## src/rtl/rdl_pkg.sv

```systemverilog
package rdl_pkg;

    parameter int unsigned DATA_W   = 16;
    parameter int unsigned MAX_TAPS = 63;

    localparam int unsigned DEPTH = MAX_TAPS + 1;
    localparam int unsigned TAP_W = $clog2(DEPTH);

    typedef logic [TAP_W-1:0]  tap_t;
    typedef logic [DATA_W-1:0] word_t;

    // Address pair into the ring held in the array
    typedef struct packed {
        tap_t wr;
        tap_t rd;
    } ptr_pair_t;

    // One output beat
    typedef struct packed {
        logic  vld;
        word_t data;
    } beat_t;

    // Advance within a ring whose last index is 'last'
    function automatic tap_t ring_next(tap_t p, tap_t last);
        return (p == last) ? '0 : tap_t'(p + 1'b1);
    endfunction

endpackage

```

## src/rtl/rdl_store.sv

```systemverilog
module rdl_store
    import rdl_pkg::*;
(
    input  logic  clk,
    input  logic  we,
    input  tap_t  waddr,
    input  word_t wdata,
    input  logic  re,
    input  tap_t  raddr,
    output word_t rdata
);

    word_t mem [DEPTH];

    // Synchronous array: one write port, one registered read port
    always_ff @(posedge clk) begin
        if (we) begin
            mem[waddr] <= wdata;
        end
        if (re) begin
            rdata <= mem[raddr];
        end
    end

endmodule

```

## src/rtl/rdl_seq.sv

```systemverilog
module rdl_seq
    import rdl_pkg::*;
(
    input  logic      clk,
    input  logic      rst,
    input  logic      in_vld,
    input  tap_t      dly_sel,
    output ptr_pair_t ptr,
    output tap_t      cur_tap,
    output logic      accept,
    output logic      emit
);

    tap_t tap_q;
    tap_t fill_q;
    logic reload;

    assign reload  = (dly_sel != tap_q);
    assign accept  = in_vld && !reload;
    assign cur_tap = tap_q;

    always_ff @(posedge clk) begin
        if (rst || reload) begin
            tap_q  <= dly_sel;
            ptr.rd <= '0;
            ptr.wr <= dly_sel;
            fill_q <= '0;
            emit   <= 1'b0;
        end else begin
            emit <= accept && (fill_q == tap_q);
            if (accept) begin
                ptr.rd <= ring_next(ptr.rd, tap_q);
                ptr.wr <= ring_next(ptr.wr, tap_q);
                if (fill_q != tap_q) begin
                    fill_q <= fill_q + 1'b1;
                end
            end
        end
    end

    // read pointer confined to the active ring
    a_r8_rd_in_ring: assert property (@(posedge clk) disable iff (rst)
        ptr.rd <= tap_q);

    // write pointer trails the read pointer by one ring entry
    a_r8_wr_behind_rd: assert property (@(posedge clk) disable iff (rst)
        ptr.wr == ((ptr.rd == '0) ? tap_q : tap_t'(ptr.rd - 1'b1)));

    // a gap leaves both pointers where they were
    a_r5_gap_holds_ptrs: assert property (@(posedge clk) disable iff (rst)
        (!in_vld && !reload) |=> $stable(ptr));

    // a setting change restarts the ring and blanks the output
    a_r6_reload_restarts: assert property (@(posedge clk) disable iff (rst)
        reload |=> (!emit && ptr.rd == '0));

endmodule

```

## src/rtl/ram_delay_line.sv

```systemverilog
module ram_delay_line
    import rdl_pkg::*;
(
    input  logic                clk,
    input  logic                rst,
    input  logic                in_vld,
    input  logic [DATA_W-1:0]   in_data,
    input  logic [TAP_W-1:0]    dly_sel,
    output logic                out_vld,
    output logic [DATA_W-1:0]   out_data
);

    ptr_pair_t ptr;
    tap_t      cur_tap;
    logic      accept;
    logic      emit;
    word_t     ram_q;
    word_t     byp_q;
    beat_t     beat;

    rdl_seq u_seq (
        .clk     (clk),
        .rst     (rst),
        .in_vld  (in_vld),
        .dly_sel (dly_sel),
        .ptr     (ptr),
        .cur_tap (cur_tap),
        .accept  (accept),
        .emit    (emit)
    );

    rdl_store u_store (
        .clk   (clk),
        .we    (accept),
        .waddr (ptr.wr),
        .wdata (in_data),
        .re    (accept),
        .raddr (ptr.rd),
        .rdata (ram_q)
    );

    // Zero-delay path skips the array
    always_ff @(posedge clk) begin
        if (accept) begin
            byp_q <= in_data;
        end
    end

    always_comb begin
        beat.vld  = emit;
        beat.data = (cur_tap == '0) ? byp_q : ram_q;
    end

    assign out_vld  = beat.vld;
    assign out_data = beat.data;

    // zero setting returns the sample accepted on the last edge
    a_r2_bypass_same: assert property (@(posedge clk) disable iff (rst)
        (out_vld && cur_tap == '0) |-> (out_data == $past(in_data)));

    // no strobe in, no strobe out
    a_r5_gap_quiet: assert property (@(posedge clk) disable iff (rst)
        !in_vld |=> !out_vld);

    // a changed setting blanks the next output
    a_r6_change_blanks: assert property (@(posedge clk) disable iff (rst)
        (dly_sel != cur_tap) |=> !out_vld);

endmodule

```

## config.mk

```make
export PLATFORM = sky130hd
export DESIGN_NAME = ram_delay_line
export DESIGN_NICKNAME = d
export VERILOG_FILES = /design/src/rtl/rdl_pkg.sv /design/src/rtl/rdl_store.sv /design/src/rtl/rdl_seq.sv /design/src/rtl/ram_delay_line.sv
export SDC_FILE = /design/constraint.sdc
export NUM_CORES = 1
export LEC_CHECK = 0
export CORE_MARGIN = 1.5
export CORE_UTILIZATION = 40
export DETAILED_ROUTE_END_ITERATION = 10
export GPL_TIMING_DRIVEN = 0
export PLACE_DENSITY = 0.61
export SLEW_MARGIN = 40
export SYNTH_ARGS = -nofsm -noshare
export SYNTH_HDL_FRONTEND = slang
export SYNTH_SLANG_ARGS = --single-unit
```

## constraint.sdc

```tcl
create_clock -name clk -period 7.3 [get_ports clk]
set_input_delay 1.095 -clock clk [delete_from_list [all_inputs] [get_ports clk]]
set_output_delay 1.095 -clock clk [all_outputs]
set_load 0.02 [all_outputs]
```

Word level (Yosys, flattened, before mapping)
Memory sizes are Yosys's and may differ from the RTL's. A register that Yosys moved wholly into a read port is not among the register bits.
Index checks and enable logic that the tools add are counted.
{"block": "totals", "n_memories": 1, "regBits": 41, "output_inout_bits": 17, "mem_bits_rw": 1024, "wordCells": 29}
{"memory": "u_store.mem", "depth": 64, "word_bits": 16, "read_ports": 1, "rd_clocked_by_memory_dff": 1, "wr": 1, "line_no": "rdl_store.sv:13", "text": "word_t mem [DEPTH];"}
{"block": "classes", "addsub": 3, "eq_ne": 5, "mux": 7, "reduce_logical": 7}
{"op": "12-bit 2-to-1 mux", "n": 2}
{"op": "6-bit by 1-bit adder with 6-bit output (second input constant)", "n": 3}
{"op": "6-bit == test", "n": 3}
{"op": "16-bit 2-to-1 mux", "n": 1}
{"op": "6-bit 2-to-1 mux", "n": 2}
{"op": "6-bit inequality test", "n": 2}
{"op": "6-bit zero test", "n": 1}
{"op": "1-bit logical AND", "n": 2}
{"op": "1-bit 2-to-1 mux", "n": 2}
{"op": "2-bit AND reduction", "n": 1}
{"op": "2-bit nonzero test", "n": 1}
{"op": "1-bit zero test", "n": 1}
{"op": "1-bit logical OR", "n": 1}

Logic depth before layout (Yosys ltp)
Gate-level depths: netlist (run 1).
{"block": "logic_depth", "word_depth": 5, "ltp_mapped": 9, "depth_no_buf": 6}

Cells and area by module
From an unflattened synthesis (run 1), not the netlist that was laid out.
{"block": "hier_totals", "hier_cells": 2008, "area_unflattened_um2": 42328.1}
{"module": "rdl_store", "area_each_um2": 40202.3, "instances": 1, "cells_each": 1829}
{"module": "rdl_seq", "area_each_um2": 1393.8, "instances": 1, "cells_each": 143}
{"module": "ram_delay_line", "area_each_um2": 732.0, "instances": 1, "cells_each": 36}

Worst setup path after synthesis (run 1)
OpenSTA, ideal clock, no wires.
{"block": "synth_path", "kind": "input to register", "from": "in dly_sel[1]", "to": "mem u_store.mem[43][0] (netlist bit), enable pin", "setup_ns": 0.389, "t_arrival_ns": 3.340, "required_ns": 6.911, "stages": 7, "slack_ns": 3.571, "cell_sequence": "xnor2_1 -> and4_1 -> nand3_2 -> buf_2 -> inv_2 -> nand4b_1 -> nor2_1"}
{"block": "synth_via", "elab_chain_len": 5}
{"element": "start, declared", "line_no": "ram_delay_line.sv:8", "text": "input logic [TAP_W-1:0] dly_sel,"}
{"element": "6-bit inequality test", "line_no": "rdl_seq.sv:18", "text": "assign reload = (dly_sel != tap_q);"}
{"element": "1-bit zero test", "line_no": "rdl_seq.sv:19", "text": "assign accept = in_vld && !reload;"}
{"element": "1-bit logical AND", "line_no": "rdl_seq.sv:19"}
{"element": "via accept", "line_no": "ram_delay_line.sv:15", "text": "logic accept;"}
{"element": "1-bit 2-to-1 mux", "line_no": "rdl_store.sv:17", "text": "if (we) begin"}
{"element": "1-bit 2-to-1 mux (not written as such)", "line_no": "rdl_store.sv:18", "text": "mem[waddr] <= wdata;"}
{"element": "end, declared", "line_no": "rdl_store.sv:13"}
The timed path passes the listed nets, and every way through them passes these cells.

Worst setup path in the final report (run 1)
{"block": "layout_path", "from": "reg u_seq.tap_q[3] (netlist: u_seq.cur_tap[3])", "to": "out out_data[11]"}
{"block": "layout_via", "elab_chain_len": 2}
{"element": "start, declared", "line_no": "rdl_seq.sv:14", "text": "tap_t tap_q;"}
{"element": "start signal, assigned", "line_no": "rdl_seq.sv:24", "text": "tap_q <= dly_sel;"}
{"element": "6-bit zero test", "line_no": "ram_delay_line.sv:51", "text": "beat.data = (cur_tap == '0) ? byp_q : ram_q;"}
{"element": "16-bit 2-to-1 mux", "line_no": "ram_delay_line.sv:51"}
{"element": "end, declared", "line_no": "ram_delay_line.sv:10", "text": "output logic [DATA_W-1:0] out_data"}
No other way between the ends.

==> impl_metrics.tcl, run 1 <==
set metrics [dict create \
    clock-sinks 1081 \
    worstHoldStart "u_seq.fill_q[5]$_SDFFE_PP0P_" \
    synth_flop_cell "edfxtp_1" \
    cts.htree.levels 3 \
    synth_top_area_share_pct 75.7 \
    drt_first_pass_iters 7 \
    crit_type "flip-flop to primary output" \
    cts_setup_buffers 0 \
    synth_area_leaders "edfxtp_1 76%, mux4_2 8.5%, mux2i_1 4.9%, nor2_1 1.2%, buf_6 0.77%" \
    worstReg2RegStart "u_seq.cur_tap[1]$_DFFE_PP_" \
    hold_viol_final 0 \
    grt.busiest_layer "met2" \
    cp_top_family "buffers and inverters" \
    port_buffers 41 \
    netlist_instances 2077 \
    critPathBufInv 3 \
    crit_chain "buf_2 -> nor4_1 -> nand2_1 -> clkbuf_1 -> mux2_2 -> clkdlybuf4s50_1" \
    crit_path_max_fanout 10 \
    endpoint_kind "primary output" \
    grtUsageTotal_pct 20.5 \
    synth-seq-cells 1081 \
    grt_pass1_vias 21900 \
    avgSynthCellArea_um2 20.4 \
    finClkSkew_ns 0.0251 \
    grt_pass1_wl_um 157000 \
    grt_util_met1_pct 29.0 \
    yosysMostFrequentCell "edfxtp_1" \
    place.gp.congestion 0.890 \
    r2r_slack_ns 3.31 \
    nets 2325 \
    multiInputGateArea_um2 9640 \
    relSlewSlack_pct 40.7 \
    crit_path_start_kind "flip-flop" \
    arrival_ns 3.44 \
    netlist_area_um2 42400 \
    via_count 21700 \
    ys_warn_count 0 \
    cts.clk_slew.worst_paths_ns 0.06 \
    core-area_um2 105000 \
    total_power_uw 12300 \
    ir_worst_vdd_v 0.000172 \
    cpPeakStageDelay_ns 0.70 \
    via_per_inst 5.74 \
    fp.dieW_um 328 \
    rsz0062_at_grt "no" \
    syn_nets 2105 \
    grtUsageMet2_pct 32.7 \
    grt_max_degree 66 \
    synth_edf_count 1068 \
    initial_utilization_pct 40.3 \
    fill_cells 8691 \
    die_h_um 328 \
    cts_buffer_depth 3 \
    cts-hold-fix-buffers 0 \
    report.final.slew_viol_count 0 \
    avgRoutedWirePerCell_um 29.2 \
    min_period_ns 4.54 \
    p_per_area_nw_per_um2 247 \
    area_growth_syn_to_layout_pct 17.1 \
    finalSetupTns_ns 0 \
    synth_cell_types 60 \
    async_flop_share_pct 0 \
    status "complete, no violations" \
    core.rowCount 119 \
    dr.first_iter.drc_count 2647 \
    fin_crit_sh_pct 62.2 \
    regArea_um2 32300 \
    yosys.area.top_type "edfxtp_1" \
    cts_made_buffers 103 \
    yosys-top-cells-count "1068 x edfxtp_1, 208 x mux2i_1, 160 x mux4_2" \
    drive_gt1_share_pct 25.3 \
    cts_root_buf "clkbuf_16" \
    pin_count 42 \
    ys_seq_area_share_pct 76.3 \
    required_ns 6.20 \
    grt_remaining_overflow 0 \
    crit_start "u_seq.cur_tap[3]$_DFFE_PP_" \
    max_freq_ghz 0.220 \
    clock_latency_ns 0.68 \
    gr-usage-met3_pct 3.47 \
    hold_class "flip-flop to flip-flop" \
    cp_slowest_cell "clkbuf_1" \
    p_leak_uw 0.0147 \
    die-area_um2 108000 \
    cap_violations 0 \
    antenna_found_initial 1 \
    wl_um 110000 \
    worstMarginPinSlew_ns 0.889 \
    drt.antenna.violating_nets 0 \
    setup_viol_count_final 0 \
    cts_resized 0 \
    cts_tree "yes" \
    drc 0 \
    dp_hpwl_um 74300 \
]
metrics by stage:
step | setup slack (ns) | hold WS, ns | area (um2) | cells | util (%)
global route | 2.62 | 0.534 | 49600 | 3774 | 47.2
detailed placement | 1.88 | 0.516 | 46300 | 3580 | 44.0
floorplan | 3.57 | 0.464 | 42400 | 2077 | -
finish | 2.76 | 0.526 | 49600 | 3776 | 47.2
CTS | 2.57 | 0.525 | 49600 | 3771 | 47.1
global placement | 1.47 | 0.487 | 44500 | 3509 | 42.3
worst paths after layout:
kind / to / cells after the start
worst max-delay path: out_data[11] / 6
worst min-delay path: u_seq.fill_q[5]$_SDFFE_PP0P_ / 2
worst max register to register: u_store.mem[52][1]$_DFFE_PP_ / 10
worst min register to register: u_seq.fill_q[5]$_SDFFE_PP0P_ / 2
report_power, final:
part / total [uW] / switching, uW / leakage (uW) / internal [uW]
Sequential: 6820 / 1.75 / 0.00972 / 6820
Clock: 5220 / 2270 / 0.00159 / 2950
Combinational: 226 / 170 / 0.00341 / 55.9
registers in the layout (all words and copies together) (netlist names):
register / flops
u_store.mem: 1024
u_seq.cur_tap: 6
u_seq.emit: 1
u_seq.fill_q: 6
u_store.rdata: 16
u_seq.ptr: 12
byp_q: 16
per-layer routing:
metal  routed length [um]  part of all wire [%]
met1                45500                    41
met2                52800                    48
met3                 9300                   8.4
met4                 2820                   2.6
met5                    0                     0
cell families after synthesis:
| logic type | Yosys count | synth area share (%) |
|---|---|---|
| flops | 1081 | 76.3 |
| mux | 392 | 14.3 |
| compound gates | 227 | 4.06 |
| simple gates | 205 | 2.26 |
| buf+inv | 136 | 2.24 |
| xor+xnor | 33 | 0.682 |
| fa+ha+maj | 3 | 0.0886 |
worst register-to-register path, cell delays in order, from the launching register on:
cell,delay (ns)
edfxtp_1,0.36
buf_2,0.19
xnor2_1,0.23
and4_1,0.28
nand3_2,0.24
buf_2,0.28
clkinv_2,0.52
nand4b_1,0.61
buf_4,0.40
nor2_4,0.37
buf_8,0.20
area by class of cell:
class                   instances  area share, %
inverters                       5         0.0404
plain buffers                 131           1.88
multi-input cells             860           19.4
diodes                          2         0.0101
clock inverters                67           1.19
well taps                    1391           3.51
repair buffers                115           3.30
flip-flops and latches       1081           65.2
clock buffers                 124           5.44
placed cells by master (no fill, tap or decap), drive strengths merged, types with 6 or more instances in the layout:
cell / Yosys / routed
mux4: 168 / 168
xnor2: 17 / 17
a21oi: 21 / 21
nand3b: 6 / 6
a211oi: 22 / 22
a22oi: 6 / 6
o21ai: 36 / 36
a221oi: 26 / 26
o22ai: 36 / 36
nor2: 130 / 130
nand2b: 7 / 7
clkbuf: 34 / 158
a22o: 15 / 15
bufinv: 0 / 9
mux2i: 208 / 208
clkinv: 0 / 48
mux2: 16 / 16
a2111oi: 41 / 41
clkdlybuf4s50: 0 / 25
xor2: 16 / 16
dfxtp: 13 / 13
inv: 5 / 7
nand2: 13 / 13
nor4: 7 / 7
buf: 93 / 180
clkinvlp: 0 / 8
nand3: 10 / 10
o221ai: 14 / 14
edfxtp: 1068 / 1068
Power figures use the tool's default switching activity.
==> run 2: changes to the inputs <==
==> constraint.sdc (replaced) <==
create_clock -name clk -period 4.5 [get_ports clk]
set_input_delay 0.675 -clock clk [delete_from_list [all_inputs] [get_ports clk]]
set_output_delay 0.675 -clock clk [all_outputs]
set_load 0.02 [all_outputs]
==> results of run 2 <==
The final DEF is identical to that of run 1. Status: complete, no violations.
Main changes from that run: setup slack after placement 1.88 ns -> -0.503 ns; setup slack after layout 2.76 ns -> 0.381 ns; hold slack 0.526 ns -> 0.408 ns; register-to-register setup slack 3.31 ns -> 0.51 ns; end point of the worst hold path u_seq.fill_q[5]$_SDFFE_PP0P_ -> u_store.mem[52][9]$_DFFE_PP_; total power 12300 uW -> 19900 uW; worst IR drop on VDD 0.000172 V -> 0.000279 V
